## src/rtl/bup_pkg.sv

```systemverilog
package bup_pkg;

  typedef enum logic [3:0] {
    ST_RESET_ASSERT,
    ST_SETTLE,
    ST_READ_VER,
    ST_CHECK_VER,
    ST_WRITE_MAC,
    ST_READ_MAC,
    ST_CHECK_MAC,
    ST_READY,
    ST_ERROR
  } bup_state_e;

  localparam logic [1:0] ERR_NONE = 2'b00;
  localparam logic [1:0] ERR_VER  = 2'b01;
  localparam logic [1:0] ERR_MAC  = 2'b10;

  // control byte: common block (0), write flag, variable-length mode (00)
  function automatic logic [7:0] ctrl_byte(input logic wr);
    return {5'b00000, wr, 2'b00};
  endfunction

endpackage

```

## src/rtl/bup_delay.sv

```systemverilog
module bup_delay #(
  parameter int CW = 16
) (
  input  logic          clk,
  input  logic          rst,
  input  logic          load,
  input  logic [CW-1:0] load_val,
  output logic          zero
);
  logic [CW-1:0] cnt;

  always_ff @(posedge clk) begin
    if (rst) begin
      cnt <= '0;
    end else if (load) begin
      cnt <= load_val;
    end else if (cnt != '0) begin
      cnt <= cnt - 1'b1;
    end
  end

  assign zero = (cnt == '0);
endmodule

```

## src/rtl/bup_req.sv

```systemverilog
module bup_req (
  input  logic        clk,
  input  logic        rst,
  input  logic        flush,
  input  logic        issue,
  input  logic        wr,
  input  logic [15:0] addr,
  input  logic [7:0]  wdata,
  output logic        req_valid,
  input  logic        req_ready,
  output logic        req_write,
  output logic [15:0] req_addr,
  output logic [7:0]  req_ctrl,
  output logic [7:0]  req_wdata,
  input  logic        resp_valid,
  input  logic [7:0]  resp_rdata,
  output logic        done,
  output logic [7:0]  rdata
);
  import bup_pkg::*;

  logic waiting;

  always_ff @(posedge clk) begin
    if (rst || flush) begin
      req_valid <= 1'b0;
      waiting   <= 1'b0;
      done      <= 1'b0;
    end else begin
      done <= 1'b0;
      if (issue) begin
        req_valid <= 1'b1;
      end else if (req_valid && req_ready) begin
        req_valid <= 1'b0;
        waiting   <= 1'b1;
      end else if (waiting && resp_valid) begin
        waiting <= 1'b0;
        done    <= 1'b1;
      end
    end
  end

  always_ff @(posedge clk) begin
    if (rst) begin
      req_write <= 1'b0;
      req_addr  <= '0;
      req_ctrl  <= '0;
      req_wdata <= '0;
      rdata     <= '0;
    end else begin
      if (issue) begin
        req_write <= wr;
        req_addr  <= addr;
        req_ctrl  <= ctrl_byte(wr);
        req_wdata <= wdata;
      end
      if (waiting && resp_valid) rdata <= resp_rdata;
    end
  end
endmodule

```

## src/rtl/bup_seq.sv

```systemverilog
module bup_seq #(
  parameter int          RST_TICKS    = 25000,
  parameter int          SETTLE_TICKS = 55000,
  parameter logic [15:0] VER_ADDR     = 16'h0039,
  parameter logic [7:0]  VER_EXPECT   = 8'h04,
  parameter logic [15:0] MAC_BASE     = 16'h0009,
  parameter int          MAC_BYTES    = 6
) (
  input  logic                   clk,
  input  logic                   rst,
  input  logic                   start,
  input  logic [8*MAC_BYTES-1:0] mac_in,
  output logic                   slv_rst_n,
  output logic                   req_valid,
  input  logic                   req_ready,
  output logic                   req_write,
  output logic [15:0]            req_addr,
  output logic [7:0]             req_ctrl,
  output logic [7:0]             req_wdata,
  input  logic                   resp_valid,
  input  logic [7:0]             resp_rdata,
  output logic                   ready,
  output logic                   err,
  output logic [1:0]             err_code
);
  import bup_pkg::*;

  localparam int MAXT = (RST_TICKS > SETTLE_TICKS) ? RST_TICKS : SETTLE_TICKS;
  localparam int CW   = $clog2(MAXT) + 1;
  localparam int IW   = (MAC_BYTES > 1) ? $clog2(MAC_BYTES) : 1;
  localparam logic [IW-1:0] LAST = IW'(MAC_BYTES - 1);

  bup_state_e    state;
  logic          dly_load, dly_zero;
  logic [CW-1:0] dly_val;
  logic          issued, mism, issue, done;
  logic [IW-1:0] idx;
  logic [7:0]    ver_q, rdata;
  logic [7:0]    mac_b [MAC_BYTES];

  // byte 0 is the most significant byte and goes to the lowest offset
  for (genvar g = 0; g < MAC_BYTES; g++) begin : g_split
    assign mac_b[g] = mac_in[8*(MAC_BYTES-1-g) +: 8];
  end

  bup_delay #(.CW(CW)) u_dly (
    .clk(clk), .rst(rst), .load(dly_load), .load_val(dly_val), .zero(dly_zero)
  );

  assign issue = !issued &&
                 (state == ST_READ_VER || state == ST_WRITE_MAC || state == ST_READ_MAC);

  bup_req u_req (
    .clk(clk), .rst(rst), .flush(start), .issue(issue),
    .wr(state == ST_WRITE_MAC),
    .addr((state == ST_READ_VER) ? VER_ADDR : MAC_BASE + 16'(idx)),
    .wdata(mac_b[idx]),
    .req_valid(req_valid), .req_ready(req_ready), .req_write(req_write),
    .req_addr(req_addr), .req_ctrl(req_ctrl), .req_wdata(req_wdata),
    .resp_valid(resp_valid), .resp_rdata(resp_rdata),
    .done(done), .rdata(rdata)
  );

  always_ff @(posedge clk) begin
    if (rst) slv_rst_n <= 1'b0;
    else     slv_rst_n <= (state != ST_RESET_ASSERT) && !start;
  end

  always_ff @(posedge clk) begin
    if (rst || start) begin
      state    <= ST_RESET_ASSERT;
      dly_load <= 1'b1;
      dly_val  <= CW'(RST_TICKS - 1);
      issued   <= 1'b0;
      idx      <= '0;
      mism     <= 1'b0;
      ver_q    <= '0;
      ready    <= 1'b0;
      err      <= 1'b0;
      err_code <= ERR_NONE;
    end else begin
      dly_load <= 1'b0;
      if (issue) issued <= 1'b1;
      case (state)
        ST_RESET_ASSERT: if (!dly_load && dly_zero) begin
          state    <= ST_SETTLE;
          dly_load <= 1'b1;
          dly_val  <= CW'(SETTLE_TICKS - 1);
        end
        ST_SETTLE: if (!dly_load && dly_zero) state <= ST_READ_VER;
        ST_READ_VER: if (done) begin
          ver_q  <= rdata;
          issued <= 1'b0;
          state  <= ST_CHECK_VER;
        end
        ST_CHECK_VER: if (ver_q == VER_EXPECT) begin
          idx   <= '0;
          state <= ST_WRITE_MAC;
        end else begin
          err      <= 1'b1;
          err_code <= ERR_VER;
          state    <= ST_ERROR;
        end
        ST_WRITE_MAC: if (done) begin
          issued <= 1'b0;
          if (idx == LAST) begin
            idx   <= '0;
            state <= ST_READ_MAC;
          end else begin
            idx <= idx + 1'b1;
          end
        end
        ST_READ_MAC: if (done) begin
          issued <= 1'b0;
          if (rdata != mac_b[idx]) mism <= 1'b1;
          if (idx == LAST) state <= ST_CHECK_MAC;
          else             idx   <= idx + 1'b1;
        end
        ST_CHECK_MAC: if (mism) begin
          err      <= 1'b1;
          err_code <= ERR_MAC;
          state    <= ST_ERROR;
        end else begin
          ready <= 1'b1;
          state <= ST_READY;
        end
        ST_READY, ST_ERROR: state <= state;
        default: state <= ST_ERROR;
      endcase
    end
  end
endmodule

```

## config.mk

```make
export PLATFORM = sky130hd
export DESIGN_NAME = bup_seq
export DESIGN_NICKNAME = d
export VERILOG_FILES = /design/src/rtl/bup_pkg.sv /design/src/rtl/bup_delay.sv /design/src/rtl/bup_req.sv /design/src/rtl/bup_seq.sv
export SDC_FILE = /design/constraint.sdc
export NUM_CORES = 1
export LEC_CHECK = 0
export ABC_AREA = 0
export BUFFER_PORTS_ARGS = -buffer_cell sky130_fd_sc_hd__buf_2
export CAP_MARGIN = 25
export CORE_ASPECT_RATIO = 0.6
export CORE_MARGIN = 1
export CORE_UTILIZATION = 40
export CTS_CLUSTER_SIZE = 28
export DETAILED_ROUTE_END_ITERATION = 16
export GPL_TIMING_DRIVEN = 0
export PLACE_DENSITY = 0.65
export SETUP_SLACK_MARGIN = 0.1
export SLEW_MARGIN = 10
export SYNTH_ARGS = -nofsm -noshare
export SYNTH_HDL_FRONTEND = slang
export SYNTH_SLANG_ARGS = --single-unit
```

## constraint.sdc

```tcl
create_clock -name clk -period 2.33 [get_ports clk]
set_input_delay 0.1165 -clock clk [delete_from_list [all_inputs] [get_ports clk]]
set_output_delay 0.1165 -clock clk [all_outputs]
set_load 0.01 [all_outputs]
```

==> qor.csv <==
stage,metric,value,unit
sta,fmax,0.462,GHz
sta,min_period,2.17,ns
sta,rsz0062_at_grt,true,
setup_path,cp-end-kind,register,
cts,clk_pin_slew,0.06,ns
synthesis,yosysSeqAreaShare,34.8,%
grt,grt_pass1_wl,18.1,mm
worst_hold_path,min_delay_path_depth,3,
sta,slew_viol_final,0,
synthesis,synth_area,0.00391,mm^2
grt,antenna_found_initial,0,
grt,overflow,0,
cts,clockRootBuffer,clkbuf_16,
synthesis,synthFlopType,dfxtp_1,
cts,cts_sinks,68,
routing,viasPerCell,5.23,
sta,setup_slack,0.164,ns
floorplan,initial_utilization,41.9,%
cells_and_area,finish.instance_area,0.00493,mm^2
sta,hold_viol,0,
routing,routedWlPerCell,15.3,um
worst_hold_path,min_to,u_req.rdata[6],
synthesis,synth_edf_count,0,
setup_path,timing.critical_path.buf_inv,1,
routing,drt_iter0_drc,317,
synthesis,syn-instance-count,502,
floorplan,num_io_pins,100,
cells_and_area,fin_cells,748,
cells_and_area,ff_latch_area,0.00136,mm^2
cts,cts_buffer_depth,2,
cells_and_area,area_growth,26.0,%
setup_path,start_kind,register,
floorplan,die_h,78.6,um
place,place_area,0.00455,mm^2
cells_and_area,multiInputGateArea,0.00231,mm^2
sta,relSlewSlack,57.3,%
cells_and_area,final_layout_size_suffix_gt1_share,22.7,%
place,dp_hpwl,8.81,mm
grt,grt_pass1_vias,3467,
setup_path,critPathKind,register to register,
floorplan,core,0.00932,mm^2
sta,skew,0.00995,ns
setup_path,r2r_slack,0.16,ns
grt,grt_max_degree,20,
setup_path,cp_cell_sequence,"or3b_2, a21oi_1, and2_2, buf_2, nand3_1, a21oi_1",
routing,final_antenna_net_count,0,
synthesis,avgSynthCellArea,7.79,um^2
setup_path,crit_top_cell,a21oi_1,
routing,route.detailed.drc,0,
synthesis,yosysWarnings,0,
synthesis,ys_seq_elements,68,
setup_path,crit_family,simple AND/OR/NAND/NOR gates,
cells_and_area,final_nets,679,
place,place_inst,730,
floorplan,die_w,130,um
setup_path,cp_max_fo,10,
setup_path,slowest_stage,or3b_2,
synthesis,ys_async_sr_fraction,0,%
routing,wl,11.4,mm
cts,clkLatencyLatePin,0.34,ns
cells_and_area,n_fill_cell,899,
place,io_buffers,82,
routing,vias,3913,
setup_path,cp_data_arrival_time,2.44,ns
power_and_ir_drop,cellPowerDensity,596,mW/mm^2
power_and_ir_drop,leakage,0.00191,uW
place,place_congestion,0.916,
setup_path,timing.rr.start,state[1],
worst_hold_path,hp-start,resp_rdata[6],
place,pre_cts_ws,-0.288,ns
power_and_ir_drop,finalPower,2940,uW
routing,drtPass1Iterations,5,
cts,numCtsBuffers,9,
setup_path,critPathRequiredTime,2.60,ns
floorplan,fp.dieArea,0.0102,mm^2
cells_and_area,antenna_cells,0,
floorplan,rows,27,
cts,cts_tree,yes,
power_and_ir_drop,peakVddDrop,379,uV
setup_path,cpPeakStageDelay,0.48,ns
setup_path,r2r_end,u_req.req_addr[2],
grt,track_usage,23.5,%
run,maxCapViolCount,0,
sta,setup_viol,0,
sta,fin_crit_sh,93.0,%
cts,hold_buffers,0,
setup_path,reg2reg_depth,6,
sta,worstMarginPinSlew,0.640,ns
worst_hold_path,hp-class,input port to register,
cts,htree_levels,3,
synthesis,synth.distinct_cells,44,
sta,setup-tns-final,0,ns
status,status,"complete, no violations",
## worst max path at each step
| stage | endpoint | start | slack, ns | cells past startpoint |
|---|---|---|---|---|
| after global placement | idx[2] | idx[1] | -0.23 | 10 |
| after detailed placement | idx[2] | idx[1] | -0.29 | 10 |
| after global routing | mism | idx[1] | 0.02 | 8 |
| after CTS | mism | idx[1] | 0.10 | 8 |
| final | u_req.req_addr[2] | state[1] | 0.16 | 6 |
| after floorplan | idx[2] | idx[1] | 0.10 | 10 |
## sequential cells by signal, indices dropped and copies added, names as in the netlist, 2 cells and up
register / cells
state: 4
idx: 3
u_req.rdata: 8
u_req.req_addr: 6
ver_q: 8
u_dly.cnt: 17
dly_val: 2
u_req.req_wdata: 8
err_code: 2
## final cells by class
type,instances,area share (%)
Inverter,12,0.914
Sequential cell,68,27.6
Multi-Input combinational cell,383,46.8
Clock buffer,9,4.57
Timing Repair Buffer,85,8.78
Buffer,54,6.02
Clock inverter,7,1.98
Tap cell,130,3.30
## timing repair
item	CTS	global route
setup buffers	0	3
setup endpoints to repair	7	26
gates resized for setup	4	8
pin swaps	0	1
## cells in the mapped netlist (4+ instances only)
master    instances  share of area, %
a211oi_1         11               2.1
buf_4            18               3.5
nand2b_1         11               1.8
and2_1            5              0.80
nor2_1           29               2.8
o21ai_0          13               1.7
nand2_1          68               6.5
mux2i_1          28               7.2
clkbuf_1         28               2.7
o22ai_1          12               1.9
nor4_1            4              0.64
dfxtp_1          68                35
xor2_1           10               2.2
buf_2             7              0.90
a21oi_1          49               6.3
nor3_1           30               3.8
nor3b_1           9               1.7
a31oi_1          10               1.6
inv_1            11               1.1
nand4_1           5              0.80
ha_1              5               1.6
xnor2_1          21               4.7
nand3_1          17               2.2
## cell usage in the layout, fill, tap and decap left out, types with 3 or more instances in the layout
cell,n
o21ai_0,13
and2_1,4
nor3_1,29
a31oi_1,10
buf_4,23
clkbuf_16,9
nor4_1,4
a21oi_1,49
nand3_1,16
buf_2,86
nor3b_1,9
inv_1,11
nand4_1,5
nand4b_1,3
nand2_1,67
dfxtp_1,68
o22ai_1,12
mux2i_1,27
xnor2_1,21
xor2_1,10
nand2b_1,11
nor2_1,29
clkbuf_1,27
conb_1,17
ha_1,5
a211oi_1,11
## power breakdown
group | switching [uW] | total, uW | internal (uW)
sequential | 15.0 | 1190 | 1180
clock | 542 | 1480 | 942
combinational | 141 | 263 | 122
total | 698 | 2940 | 2240
## cells by family after synthesis
family / synth area share (%)
mux: 7.17
fa+ha+maj: 1.60
buf+inv: 8.38
simple gates: 25.2
xor+xnor: 6.94
flops: 34.8
other cells: 0.0959
compound gates: 15.8
## per-layer routing
metal	vias to the layer above	global-route usage (%)	wire length [um]
met1	1792	35.3	5790
li1	1947	-	-
met5	-	0	0
met2	168	31.7	4390
met4	0	2.91	51
met3	6	8.66	1210
## worst min-delay path: cells and delay by family
family | cells | cell delay (ns)
AO/OA/AOI/OAI | 1 | 0.05
buffers and inverters | 1 | 0.10
AND/OR/NAND/NOR | 1 | 0.04
## metrics by stage
step                utilization, %  hold WS (ns)
floorplan                        -         0.237
global placement              48.8         0.359
detailed placement            48.8         0.363
CTS                           52.3       0.00249
global route                  52.9       0.00325
finish                        52.9       0.00957
Power figures use the tool's default switching activity.
